$ cat src/rtl/way_evict_pkg.sv
package way_evict_pkg;

  typedef enum logic {
    POL_FIFO = 1'b0,
    POL_AGE  = 1'b1
  } evict_policy_e;

  // Strobes from control to the state datapath
  typedef struct packed {
    logic touch;    // some way of the indexed set was used this cycle
    logic advance;  // a line fill happened this cycle
  } evict_strobe_t;

  localparam int unsigned RND_W = 8;
  localparam logic [RND_W-1:0] RND_SEED = 8'hA5;

endpackage

$ cat src/rtl/way_evict_lfsr.sv
module way_evict_lfsr #(
  parameter int unsigned OUT_W = 2
) (
  input  logic             clk,
  input  logic             rstN,
  output logic [OUT_W-1:0] rndBits
);
  import way_evict_pkg::*;

  logic [RND_W-1:0] shiftQ;
  logic             feedback;

  // x^8 + x^6 + x^5 + x^4 + 1, maximal length
  assign feedback = shiftQ[7] ^ shiftQ[5] ^ shiftQ[4] ^ shiftQ[3];

  always_ff @(posedge clk or negedge rstN) begin
    if (!rstN) shiftQ <= RND_SEED;
    else       shiftQ <= {shiftQ[RND_W-2:0], feedback};
  end

  assign rndBits = shiftQ[OUT_W-1:0];

  // the random source must never lock up in the all-zero state
  a_r3_lfsr_alive: assert property (@(posedge clk) disable iff (!rstN)
    shiftQ != '0) else $error("a_r3_lfsr_alive");

endmodule

$ cat src/rtl/way_evict_pick.sv
module way_evict_pick #(
  parameter int unsigned NUM_WAYS = 4,
  localparam int unsigned WAY_W = $clog2(NUM_WAYS)
) (
  input  logic [NUM_WAYS-1:0] cand,
  input  logic [WAY_W-1:0]    startWay,
  output logic [WAY_W-1:0]    pickWay
);
  // Rotating priority scan starting at startWay; one pass, no iteration in time
  always_comb begin
    logic             found;
    logic [WAY_W-1:0] probe;
    found   = 1'b0;
    pickWay = '0;
    for (int k = 0; k < NUM_WAYS; k++) begin
      probe = startWay + WAY_W'(k);
      if (!found && cand[probe]) begin
        pickWay = probe;
        found   = 1'b1;
      end
    end
  end

endmodule

$ cat src/rtl/way_evict_ctrl.sv
module way_evict_ctrl #(
  parameter int unsigned NUM_WAYS = 4,
  localparam int unsigned WAY_W = $clog2(NUM_WAYS)
) (
  input  logic                          accValid,
  input  logic [WAY_W-1:0]              accWay,
  input  logic                          fillValid,
  input  logic [WAY_W-1:0]              fillWay,
  output way_evict_pkg::evict_strobe_t  strobe,
  output logic [WAY_W-1:0]              touchWay
);
  // A fill outranks a simultaneous hit report
  always_comb begin
    strobe.touch   = accValid | fillValid;
    strobe.advance = fillValid;
    touchWay       = fillValid ? fillWay : accWay;
  end

endmodule

$ cat src/rtl/way_evict_dp.sv
module way_evict_dp #(
  parameter int unsigned NUM_SETS = 8,
  parameter int unsigned NUM_WAYS = 4,
  parameter int unsigned AGE_W    = 2,
  parameter way_evict_pkg::evict_policy_e POLICY = way_evict_pkg::POL_FIFO,
  localparam int unsigned WAY_W = $clog2(NUM_WAYS),
  localparam int unsigned SET_W = $clog2(NUM_SETS)
) (
  input  logic                         clk,
  input  logic                         rstN,
  input  logic [SET_W-1:0]             setIdx,
  input  way_evict_pkg::evict_strobe_t strobe,
  input  logic [WAY_W-1:0]             touchWay,
  input  logic [NUM_WAYS-1:0]          lineValid,
  input  logic [WAY_W-1:0]             rndStart,
  output logic [WAY_W-1:0]             victimWay
);
  import way_evict_pkg::*;

  localparam logic [AGE_W-1:0] AGE_MAX = {AGE_W{1'b1}};

  logic [NUM_WAYS-1:0] invMask;
  logic                anyInvalid;
  logic [NUM_WAYS-1:0] policyCand;
  logic [NUM_WAYS-1:0] cand;

  function automatic logic [NUM_WAYS-1:0] rotUp(input logic [NUM_WAYS-1:0] m);
    return {m[NUM_WAYS-2:0], m[NUM_WAYS-1]};
  endfunction

  generate
    if (POLICY == POL_FIFO) begin : g_fifo
      logic [NUM_WAYS-1:0] markerQ [NUM_SETS];

      always_ff @(posedge clk or negedge rstN) begin
        if (!rstN) begin
          for (int s = 0; s < NUM_SETS; s++) markerQ[s] <= NUM_WAYS'(1);
        end else if (strobe.advance) begin
          markerQ[setIdx] <= rotUp(markerQ[setIdx]);
        end
      end

      always_comb policyCand = markerQ[setIdx];

      // with a full set the controller fills the way presented as victim
      a_r4_fill_at_marker: assert property (@(posedge clk) disable iff (!rstN)
        (strobe.advance && (&lineValid)) |-> markerQ[setIdx][touchWay])
        else $error("a_r4_fill_at_marker");

      for (genvar gs = 0; gs < NUM_SETS; gs++) begin : g_set
        a_r4_marker_onehot: assert property (@(posedge clk) disable iff (!rstN)
          $countones(markerQ[gs]) == 1) else $error("a_r4_marker_onehot");

        // step up by one way, wrapping from the top way to way 0
        a_r5_marker_step: assert property (@(posedge clk) disable iff (!rstN)
          (strobe.advance && setIdx == SET_W'(gs)) |=> markerQ[gs] == rotUp($past(markerQ[gs])))
          else $error("a_r5_marker_step");

        a_r6_marker_hold: assert property (@(posedge clk) disable iff (!rstN)
          !(strobe.advance && setIdx == SET_W'(gs)) |=> $stable(markerQ[gs]))
          else $error("a_r6_marker_hold");

        a_r4_hit_no_move: assert property (@(posedge clk) disable iff (!rstN)
          (strobe.touch && !strobe.advance) |=> $stable(markerQ[gs]))
          else $error("a_r4_hit_no_move");
      end
    end else begin : g_age
      logic [AGE_W-1:0] ageQ [NUM_SETS][NUM_WAYS];
      logic [AGE_W-1:0] maxAge;

      always_ff @(posedge clk or negedge rstN) begin
        if (!rstN) begin
          for (int s = 0; s < NUM_SETS; s++)
            for (int w = 0; w < NUM_WAYS; w++) ageQ[s][w] <= '0;
        end else if (strobe.touch) begin
          for (int w = 0; w < NUM_WAYS; w++) begin
            if (WAY_W'(w) == touchWay)
              ageQ[setIdx][w] <= '0;
            else if (ageQ[setIdx][w] != AGE_MAX)
              ageQ[setIdx][w] <= ageQ[setIdx][w] + 1'b1;
          end
        end
      end

      always_comb begin
        maxAge = '0;
        for (int w = 0; w < NUM_WAYS; w++)
          if (ageQ[setIdx][w] > maxAge) maxAge = ageQ[setIdx][w];
        for (int w = 0; w < NUM_WAYS; w++)
          policyCand[w] = (ageQ[setIdx][w] == maxAge);
      end

      for (genvar gs = 0; gs < NUM_SETS; gs++) begin : g_set
        for (genvar gw = 0; gw < NUM_WAYS; gw++) begin : g_way
          a_r7_age_clear: assert property (@(posedge clk) disable iff (!rstN)
            (strobe.touch && setIdx == SET_W'(gs) && touchWay == WAY_W'(gw)) |=> ageQ[gs][gw] == '0)
            else $error("a_r7_age_clear");

          a_r8_age_saturate: assert property (@(posedge clk) disable iff (!rstN)
            (strobe.touch && setIdx == SET_W'(gs) && touchWay != WAY_W'(gw) && ageQ[gs][gw] == AGE_MAX)
            |=> ageQ[gs][gw] == AGE_MAX) else $error("a_r8_age_saturate");

          a_r6_age_other_set: assert property (@(posedge clk) disable iff (!rstN)
            !(strobe.touch && setIdx == SET_W'(gs)) |=> $stable(ageQ[gs][gw]))
            else $error("a_r6_age_other_set");

          a_r10_fill_clears: assert property (@(posedge clk) disable iff (!rstN)
            (strobe.advance && setIdx == SET_W'(gs) && touchWay == WAY_W'(gw)) |=> ageQ[gs][gw] == '0)
            else $error("a_r10_fill_clears");
        end
      end
    end
  endgenerate

  assign invMask    = ~lineValid;
  assign anyInvalid = |invMask;
  assign cand       = anyInvalid ? invMask : policyCand;

  way_evict_pick #(.NUM_WAYS(NUM_WAYS)) u_pick (
    .cand     (cand),
    .startWay (rndStart),
    .pickWay  (victimWay)
  );

endmodule

$ cat src/rtl/way_evict_sel.sv
module way_evict_sel #(
  parameter int unsigned NUM_SETS = 8,
  parameter int unsigned NUM_WAYS = 4,
  parameter int unsigned AGE_W    = 2,
  parameter way_evict_pkg::evict_policy_e POLICY = way_evict_pkg::POL_FIFO,
  localparam int unsigned WAY_W = $clog2(NUM_WAYS),
  localparam int unsigned SET_W = $clog2(NUM_SETS)
) (
  input  logic                clk,
  input  logic                rstN,
  input  logic [SET_W-1:0]    setIdx,
  input  logic                accValid,
  input  logic [WAY_W-1:0]    accWay,
  input  logic                fillValid,
  input  logic [WAY_W-1:0]    fillWay,
  input  logic [NUM_WAYS-1:0] lineValid,
  output logic [WAY_W-1:0]    victimWay
);
  import way_evict_pkg::*;

  evict_strobe_t    strobe;
  logic [WAY_W-1:0] touchWay;
  logic [WAY_W-1:0] rndStart;

  way_evict_ctrl #(.NUM_WAYS(NUM_WAYS)) u_ctrl (
    .accValid  (accValid),
    .accWay    (accWay),
    .fillValid (fillValid),
    .fillWay   (fillWay),
    .strobe    (strobe),
    .touchWay  (touchWay)
  );

  way_evict_lfsr #(.OUT_W(WAY_W)) u_lfsr (
    .clk     (clk),
    .rstN    (rstN),
    .rndBits (rndStart)
  );

  way_evict_dp #(
    .NUM_SETS (NUM_SETS),
    .NUM_WAYS (NUM_WAYS),
    .AGE_W    (AGE_W),
    .POLICY   (POLICY)
  ) u_dp (
    .clk       (clk),
    .rstN      (rstN),
    .setIdx    (setIdx),
    .strobe    (strobe),
    .touchWay  (touchWay),
    .lineValid (lineValid),
    .rndStart  (rndStart),
    .victimWay (victimWay)
  );

  // an empty line is always used before any valid one
  a_r2_invalid_first: assert property (@(posedge clk) disable iff (!rstN)
    (|(~lineValid)) |-> !lineValid[victimWay]) else $error("a_r2_invalid_first");

endmodule

$ cat config.mk
export PLATFORM = sky130hd
export DESIGN_NAME = way_evict_sel
export DESIGN_NICKNAME = d
export VERILOG_FILES = /design/src/rtl/way_evict_pkg.sv /design/src/rtl/way_evict_lfsr.sv /design/src/rtl/way_evict_pick.sv /design/src/rtl/way_evict_ctrl.sv /design/src/rtl/way_evict_dp.sv /design/src/rtl/way_evict_sel.sv
export SDC_FILE = /design/constraint.sdc
export NUM_CORES = 1
export LEC_CHECK = 0
export ABC_AREA = 1
export BUFFER_PORTS_ARGS = -buffer_cell sky130_fd_sc_hd__buf_2
export CORE_ASPECT_RATIO = 0.7
export CORE_MARGIN = 3
export CORE_UTILIZATION = 53
export DETAILED_ROUTE_END_ITERATION = 10
export PLACE_DENSITY = 0.8
export SYNTH_ARGS = -nofsm -noshare
export SYNTH_HDL_FRONTEND = slang
export SYNTH_SLANG_ARGS = --single-unit
$ cat constraint.sdc
create_clock -name clk -period 1.5 [get_ports clk]
set_input_delay 0 -clock clk [delete_from_list [all_inputs] [get_ports clk]]
set_output_delay 0 -clock clk [all_outputs]
set_load 0.02 [all_outputs]
==> results.md, run 1 <==
- Syn-to-layout area delta: 20.7%
- Pre-antenna DRT Iters: 4
- Total wire length: 4.94 mm
- XOR/XNOR Fraction of Synth Area: 1.68%
- Commonest non-fill, non-tap cell in the layout: nand2_1
- Largest family of logic cells by synthesized area: simple AND/OR/NAND/NOR gates
- Post-synthesis mux area share: 0%
- Syn Std Cell Area: 0.00209 mm2
- All-Layer GR Usage: 21.7%
- Peak Freq: 0.487 GHz
- Wire per inst: 14.5 um
- Top-level port count: 17
- Gate count of the mapped netlist: 263
- GPL Wtd Cong: 0.852
- Crit Path Class: register to primary output
- RSZ-0062 raised after global routing: yes
- Critical Path RT: 1500 ps
- Syn avg cell area: 7.94 um2
- Die area: 0.00474 mm2
- Clock root cell: clkbuf_8
- CP Buf/Inv Count: 2
- Final setup vio count: 2
- Clk_lat worst skew: 290 ps
- Vias/cell: 5.28
- Final setup margin: -553 ps
- Hpwl dp: 3.27 mm
- Number of global-route vias before repair: 1693
- Fin crit period: 2050 ps
- Count of final hold-check violations: 0
- # rows: 18
- CP max stage delay: 530 ps
- Startpoint Class: register
- Max VDD drop: 0.00101 V
- TritonCTS clock tree: done
- CTS clk-pin slew, worst paths: 80 ps
- Fin nets: 306
- DRT antenna net count: 0
- Slew @ Worst Pin: 507 ps
- Simple-Gate Fraction of Synth Area: 31.5%
- Flop pwr share: 47.7%
- Switching power: 873 uW
- Horiz. Die Dim: 81.0 um
- Met3 Use GR: 4.59%
- Clock sinks: 40
- Total number of vias: 1805
- ANT cells: 0
- Crit path cell chain: nand2_1 -> nand2_1 -> nand2_1 -> nand2_1 -> nand2_1 -> nand2_2 -> nand2_2 -> nand3_2 -> nand2_2 -> nand2_2 -> nand2_2 -> a21oi_2 -> nand2_1 -> nand2_1 -> inv_1 -> buf_6
- Core ar.: 0.00365 mm2
- Relative slew slack: 66.2%
- Power Dens Cells: 1180 mW/mm2
- Failing checks: negative setup slack
- Worst R2R Start: u_dp.g_fifo.markerQ[12]
- Tcrit/Tclk final: 137%
- Synth cell types: 25
- Yosys top cell area share: 33.6%
- Sequential share of the synthesized area: 48.7%
- Routing usage on met1: 31.2%
- Non-Filler Instances: 342
- Async set-reset flop share out of synthesis: 100%
- Layout cell share with drive strength beyond 1: 30.1%
- Post-synth EDFFs: 0
- CP top delay family: simple AND/OR/NAND/NOR gates
- Worst Path Max Fanout: 2
- Reg2reg setup slack: 60 ps
- Synth area leaders: dfrtp_1 34%, nand2_1 17%, dfstp_2 15%
- Logic gate share of total power: 21.4%
- Drt initial violations: 236
- P_int: 2100 uW
- Largest net degree at the start of global routing: 41
- Synth Area in Compound Gates: 10.0%
- # DRC: 0
- Most frequent cells in the layout: 85 x nand2_1, 28 x inv_1, 28 x dfrtp_1
- Min-delay src: fillValid
- First-pass GRT wire length: 7.73 mm
- Pleak: 0.00123 uW
- Synth Flop Type: dfrtp_1
- CTS Buf Count: 5
- Most frequent CP cell: nand2_1
- Die H: 58.5 um
- GRT Max-Usage Layer: met2
- GR Util met2: 33.3%
- Clock Power Share: 30.9%
- Remaining global-route overflow: 0
- CTS max path bufs: 2
- Post-Synth Adder-Cell Area: 0%
- Synth warn: 0
- CP startpoint: u_dp.g_fifo.markerQ[12]
- Starting Density: 57.2%
- Yosys reg bits: 40
- Max Transition Viols Final: 0
- Net Count, Synth: 278
- Most area-hungry cell type in the Yosys netlist: dfrtp_1
- Max_cap viols: 0
- Post-place setup slack: -186 ps
- Htree depth: 2
- Status: complete, but fails checks
- Placed instance count: 330
- Critical Path End Type: primary output
- Port Buffers: 11
- Worst min path class: input pin to register
- # fillers: 288
- Slowest library cell on the worst path: dfstp_2
- Initial antenna violation count: 0
- Worst setup skew after layout: 5.91 ps
- CP Data Arrival Time: 2050 ps
- Sw Ratio: 29.4%
-- logic make-up (layout without fill, tap and decap cells) --
logic type | count (synthesis) | in the layout
flip-flops | 40 | 40
AND/OR/NAND/NOR | 145 | 145
AO/OA/AOI/OAI | 38 | 38
XOR/XNOR | 4 | 4
buffers and inverters | 36 | 65
-- flip-flops by register name (all words and copies together), names as in the netlist --
register / flops
u_dp.g_fifo.markerQ: 32
u_lfsr.shiftQ: 8
-- tightest hold or removal path, stage by stage --
cell	delay, ps
buf_2	110
inv_1	40
nor2_1	70
nand2_1	190
o21ai_0	130
-- cell type report --
type                       count  area, um2  share of cell area (%)
clock buffer                   6       82.6                    3.28
clock inverter                 2       38.8                    1.54
inverter                      32        124                    4.91
multi-input combinational    187       1030                    40.7
sequential                    40       1020                    40.3
tap                           50       62.6                    2.48
timing repair buffer          25        171                    6.80
-- power by group through the flow --
stage | Combinational (uW) | Sequential (uW) | Clock, uW
2_1_floorplan | 374 | 1400 | 0
3_3_place_gp | 521 | 1430 | 0
3_5_place_dp | 541 | 1430 | 0
4_1_cts | 568 | 1410 | 925
5_1_grt | 718 | 1440 | 977
6_report | 636 | 1420 | 918
-- final timing paths --
path | cells past startpoint | endpoint
max | 16 | victimWay[0]
min | 5 | u_dp.g_fifo.markerQ[4]
max reg2reg | 8 | u_dp.g_fifo.markerQ[29]
min reg2reg | 0 | u_lfsr.shiftQ[7]
max in group asynchronous | 3 | u_dp.g_fifo.markerQ[0]
min in group asynchronous | 3 | u_dp.g_fifo.markerQ[3]
-- metal layers --
metal | vias to the layer above | share of wire (%)
met5 | - | 0
met4 | 0 | 1.6
met3 | 10 | 7.4
met1 | 841 | 46
li1 | 896 | -
met2 | 58 | 45
-- Yosys cell counts, types with 2 or more instances --
master and number:
nand3_2 7, xnor2_1 3, dfrtp_1 28, nor2_1 7, nand2_1 93, dfstp_2 12, inv_2 2, inv_1 30
nand3_1 28, nand2_2 2, buf_6 2, o21ai_1 2, nor2_2 3, o21ai_0 32, nand4_1 2
-- stage by stage --
step,hold slack (ps),total power (uW),util [%],setup TNS [ps],area (um2)
after floorplan,-296,1780,-,0,2100
after CTS,240,2910,66.0,-886,2410
after global placement,75.3,1950,61.4,-263,2240
final,258,2970,69.1,-1060,2520
after detailed placement,78.1,1970,61.4,-387,2240
after global routing,307,3130,69.1,-1440,2520
-- what timing repair did --
item / 4_1_cts / 5_1_grt
endpoints found under the setup margin: 6 / 10
resized for setup: 11 / 29
pin swaps: 4 / 12
hold buffers: 1 / 0
hold endpoints to repair: 28 / 0
setup buffers: 0 / 3
(Power assumes the default switching activity.)
==> inputs of run 2 (changes only) <==
CORE_MARGIN = not set   (was 3)
==> run 2 against run 1 <==
  * Utilization grew 0.51 points
  * Critical endpoint unchanged
  * Cell count up 0.88%
  * The run still ends with negative setup slack left
  * Largest power group unchanged
  * Critical path depth down 2
==> results.md, run 2 (same netlist as run 1, synthesis figures left out) <==
- Status: complete, but fails checks
- Failing checks: negative setup slack
- All-Layer GR Usage: 24.2%
- Fin nets: 309
- RSZ-0062 raised after global routing: yes
- Clock root cell: clkbuf_8
- Count of final hold-check violations: 0
- Layout cell share with drive strength beyond 1: 29.5%
- DRT antenna net count: 0
- Crit Path Class: register to primary output
- Starting Density: 57.2%
- Max_cap viols: 0
- Largest registers: u_dp.g_fifo.markerQ x32, u_lfsr.shiftQ x8
- Power Dens Cells: 1170 mW/mm2
- Remaining global-route overflow: 0
- Initial antenna violation count: 0
- Overall power: 2970 uW
- Max FFs per register: 32
- Startpoint Class: register
- Total negative slack: -1030 ps
- Total wire length: 4.95 mm
- Die H: 54.5 um
- Crit path capture: victimWay[0]
- TritonCTS clock tree: done
- CTS clk-pin slew, worst paths: 80 ps
- Clock sinks: 40
- Fin crit period: 2030 ps
- Port Buffers: 11
- Wire per inst: 14.4 um
- Worst Path Max Fanout: 3
- GPL Wtd Cong: 0.857
- Reg2reg setup slack: 70 ps
- CP Data Arrival Time: 2030 ps
- Reg-to-Reg End: u_dp.g_fifo.markerQ[31]
- Total number of vias: 1827
- # rows: 18
- Top-level port count: 17
- Critical Path RT: 1500 ps
- First-pass GRT wire length: 7.45 mm
- CTS max path bufs: 2
- Hpwl dp: 3.31 mm
- Peak Freq: 0.493 GHz
- Hold WS: 169 ps
- Biggest register: u_dp.g_fifo.markerQ
- Worst R2R Start: u_dp.g_fifo.markerQ[14]
- Slew @ Worst Pin: 428 ps
- Core ar.: 0.00365 mm2
- Vias/cell: 5.30
- Max Transition Viols Final: 0
- Tcrit/Tclk final: 135%
- Area of the multi-input gates: 0.00102 mm2
- Final setup vio count: 2
- Placed instance count: 334
- Non-Filler Instances: 345
- Htree depth: 2
- CTS Buf Count: 5
- Worst r2r path cells: 8
- Syn-to-layout area delta: 21.6%
- Storage element area: 0.00102 mm2
- ANT cells: 0
- Worst min path class: input pin to async pin
- Critical Path End Type: primary output
- Relative slew slack: 71.5%
- Drt initial violations: 193
- Pleak: 0.00126 uW
- Commonest non-fill, non-tap cell in the layout: nand2_1
- Worst setup skew after layout: 5.67 ps
- Most frequent cells in the layout: 88 x nand2_1, 32 x o21ai_0, 29 x inv_1
- # fillers: 284
- # DRC: 0
- CP startpoint: u_dp.g_fifo.markerQ[22]
- Pre-antenna DRT Iters: 4
- Die area: 0.00420 mm2
- Horiz. Die Dim: 77.0 um
- Final setup margin: -527 ps
- Max VDD drop: 0.000786 V
- Number of global-route vias before repair: 1563
- Largest net degree at the start of global routing: 20
- Clk_lat worst skew: 290 ps
==> run 2: how the worst min path moves through the flow <==
stage	startpoint	end
global placement	rstN	u_dp.g_fifo.markerQ[2]
CTS	rstN	u_dp.g_fifo.markerQ[3]
global route	rstN	u_dp.g_fifo.markerQ[2]
finish	rstN	u_dp.g_fifo.markerQ[2]
detailed placement	rstN	u_dp.g_fifo.markerQ[3]
floorplan	rstN	u_dp.g_fifo.markerQ[10]
==> run 2: metrics by stage <==
step	util [%]	setup slack, ps	instance area, um2
after floorplan	-	43.2	2100
after global placement	62.2	-162	2270
after detailed placement	62.2	-160	2270
after CTS	67.0	-456	2440
after global routing	69.6	-662	2540
final	69.6	-527	2540
==> run 2: cell type report <==
class,count,area share (%)
Multi-Input combinational cell,187,40.2
Timing Repair Buffer,28,7.78
Inverter,32,4.73
Clock buffer,6,3.25
Tap cell,50,2.46
Clock inverter,2,1.53
Sequential cell,40,40.0
==> run 2: what timing repair did <==
item                                    CTS  global route
endpoints found under the setup margin    2             4
gates resized for setup                  13            16
hold buffers                              1             0
endpoints found under the hold margin    17             0
setup buffers                             0             2
pin swaps                                 2            10
==> run 2: metal layers <==
layer  vias up  track usage [%]  part of all wire (%)
met1       857             32.8                    47
met2        65             38.7                    45
li1        898                -                     -
met4         0             7.55                  0.97
met5         -                0                     0
met3         7             6.50                   6.2
==> run 2: power breakdown <==
group / total (uW) / switching [uW] / internal (uW)
Sequential: 1420 / 107 / 1310
Combinational: 617 / 380 / 237
Clock: 939 / 395 / 544
==> run 2: critical path, stage by stage, from the launching register on <==
cell     delay [ps]
dfrtp_1         390
inv_1            50
nand2_1          60
nand3_2         110
nand3_4          80
o21ai_2         220
nand3_2         150
buf_4           160
nand3_1          80
o21ai_2          80
nand3_2          70
nand2_1          50
nand2_1          70
inv_2            30
buf_6           120
==> inputs of run 3 (changes only) <==
==> constraint.sdc (replaced) <==
create_clock -name clk -period 1.5 [get_ports clk]
set_input_delay 0.15 -clock clk [delete_from_list [all_inputs] [get_ports clk]]
set_output_delay 0.15 -clock clk [all_outputs]
set_load 0.02 [all_outputs]
==> run 3 against run 2 <==
  * Maximum frequency decreased by 8.6%
  * The flow still finishes with violations (negative setup slack)
  * Cell area increased by 1.9%
  * Cell count increased by 0.58%
  * Highest routed layer unchanged
==> results.md, run 3 (same netlist as run 1, synthesis figures left out) <==
- Biggest register: u_dp.g_fifo.markerQ
- Drt initial violations: 214
- Fin crit period: 2220 ps
- Crit path cell chain: nand2_1 -> nand2_1 -> nand2_1 -> nand2_1 -> nand2_2 -> nand2_4 -> nand2_4 -> nand3_2 -> nand2_2 -> nand2_2 -> nand2_2 -> a21oi_2 -> nand2_1 -> nand2_1 -> inv_2 -> buf_6
- Power Dens Cells: 1150 mW/mm2
- Status: complete, but fails checks
- Post-route cell area: 0.00259 mm2
- Total wire length: 5.14 mm
- Clock root cell: clkbuf_8
- Number of global-route vias before repair: 1720
- Hpwl dp: 3.45 mm
- Horiz. Die Dim: 77.0 um
- Max Transition Viols Final: 0
- Syn-to-layout area delta: 23.9%
- Logic gate share of total power: 22.4%
- ANT cells: 0
- DRT antenna net count: 0
- CP Data Arrival Time: 2070 ps
- Commonest non-fill, non-tap cell in the layout: nand2_1
- Clock sinks: 40
- CP max stage delay: 550 ps
- Total negative slack: -1360 ps
- # rows: 18
- Worst min path class: input pin to async pin
- Largest net degree at the start of global routing: 19
- Final setup vio count: 2
- Startpoint Class: register
- Total number of vias: 1886
- GPL Wtd Cong: 0.947
- Critical Path RT: 1350 ps
- Worst Path Max Fanout: 2
- Clock Power Share: 30.0%
- Starting Density: 57.2%
- P_int: 2060 uW
- Htree depth: 2
- Flop pwr share: 47.7%
- Sw Ratio: 30.9%
- Pre-antenna DRT Iters: 4
- Clk_lat worst skew: 300 ps
- CTS clk-pin slew, worst paths: 80 ps
- CP top delay family: simple AND/OR/NAND/NOR gates
- TritonCTS clock tree: done
- Switching power: 922 uW
- Remaining global-route overflow: 0
- Max VDD drop: 0.000909 V
- Initial antenna violation count: 0
- Slew @ Worst Pin: 471 ps
- CTS max path bufs: 2
- Crit Path Class: register to primary output
- RSZ-0062 raised after global routing: yes
- Wire per inst: 14.8 um
- Pleak: 0.00128 uW
- Post-DP Area: 0.00233 mm2
- All-Layer GR Usage: 25.9%
- Top-level port count: 17
- # DRC: 0
- Largest registers: u_dp.g_fifo.markerQ x32, u_lfsr.shiftQ x8
- Max_cap viols: 0
- Die area: 0.00420 mm2
- Most frequent CP cell: nand2_1
- Most frequent cells in the layout: 83 x nand2_1, 30 x o21ai_0, 28 x inv_1, 28 x dfrtp_1, 18 x nand3_1
- Critical Path End Type: primary output
- Hold WS: 300 ps
- Count of final hold-check violations: 0
- CP Buf/Inv Count: 2
- Port Buffers: 11
- Relative slew slack: 68.6%
- Tcrit/Tclk final: 148%
- Final setup margin: -718 ps
- Peak Freq: 0.451 GHz
- Die H: 54.5 um
- Layout cell share with drive strength beyond 1: 33.0%
- Slowest library cell on the worst path: dfstp_2
- Vias/cell: 5.44
- Core ar.: 0.00365 mm2
- CTS Buf Count: 5
- Failing checks: negative setup slack
- Fin nets: 311
- First-pass GRT wire length: 8.06 mm
- Max FFs per register: 32
- Worst setup skew after layout: 7.42 ps
run 3: cell types whose count changed in the layout (fill, tap and decap cells not counted), moves of 2 or more:
| cell | previous run | this run |
|---|---|---|
| buf_12 | 0 | 2 |
| nand2_1 | 88 | 83 |
| nand2_2 | 6 | 10 |
| nand3_2 | 12 | 15 |
| nand3_4 | 4 | 2 |
| nor2_1 | 6 | 4 |
| nor2_2 | 4 | 6 |
| o21ai_0 | 32 | 30 |
| o21ai_1 | 0 | 2 |
run 3: final cells by class:
cell class              instances  area, um2
flip-flops and latches         40       1020
repair buffers                 30        238
multi-input cells             187       1030
fillers                       282       1060
inverters                      32        120
clock inverters                 3       47.5
clock buffers                   5       68.8
well taps                      50       62.6
run 3: worst register-to-register path: cells and delay by family (launching register included):
family	cells	cell delay [ps]
AOI/OAI and AO/OA	1	180
and+or+nand+nor	4	680
buffers and inverters	1	80
DFF	1	390
run 3: timing repair:
action,CTS,global route
pin swaps,8,14
buffers inserted,0,0
setup endpoints to repair,11,19
gates resized for setup,20,17
hold buffers,1,0
endpoints found under the hold margin,12,0
run 3: power groups by stage:
stage | combinational [uW] | clock (uW) | sequential, uW
after global routing | 746 | 956 | 1440
after CTS | 625 | 902 | 1420
after floorplan | 375 | 0 | 1400
final | 667 | 895 | 1420
after global placement | 571 | 0 | 1430
after detailed placement | 590 | 0 | 1440
run 3: path summary, 6_finish.rpt:
kind,cells past startpoint,slack [ps],from,end
min reg2reg,0,360,u_lfsr.shiftQ[6],u_lfsr.shiftQ[7]
max reg2reg,6,40,u_dp.g_fifo.markerQ[13],u_dp.g_fifo.markerQ[26]
min,2,300,rstN,u_dp.g_fifo.markerQ[2]
min in group clk,0,360,u_lfsr.shiftQ[6],u_lfsr.shiftQ[7]
max,16,-720,u_dp.g_fifo.markerQ[12],victimWay[0]
max in group asynchronous,3,600,rstN,u_dp.g_fifo.markerQ[24]
run 3: per-layer routing:
metal  part of all wire (%)  vias up  global-route usage [%]
met5                      0        -                       0
met4                    1.6        0                    7.23
met3                    7.8        9                    7.50
met2                     44       71                    41.1
met1                     46      899                    35.4
li1                       -      907                       -
run 3: stage by stage:
stage               cells  util, %  setup slack (ps)  total power [uW]
floorplan             263        -             -71.6              1780
global placement      338     63.8              -368              2000
detailed placement    338     63.8              -395              2030
CTS                   347     69.5              -634              2950
global route          347     70.9              -821              3150
finish                347     70.9              -718              2980
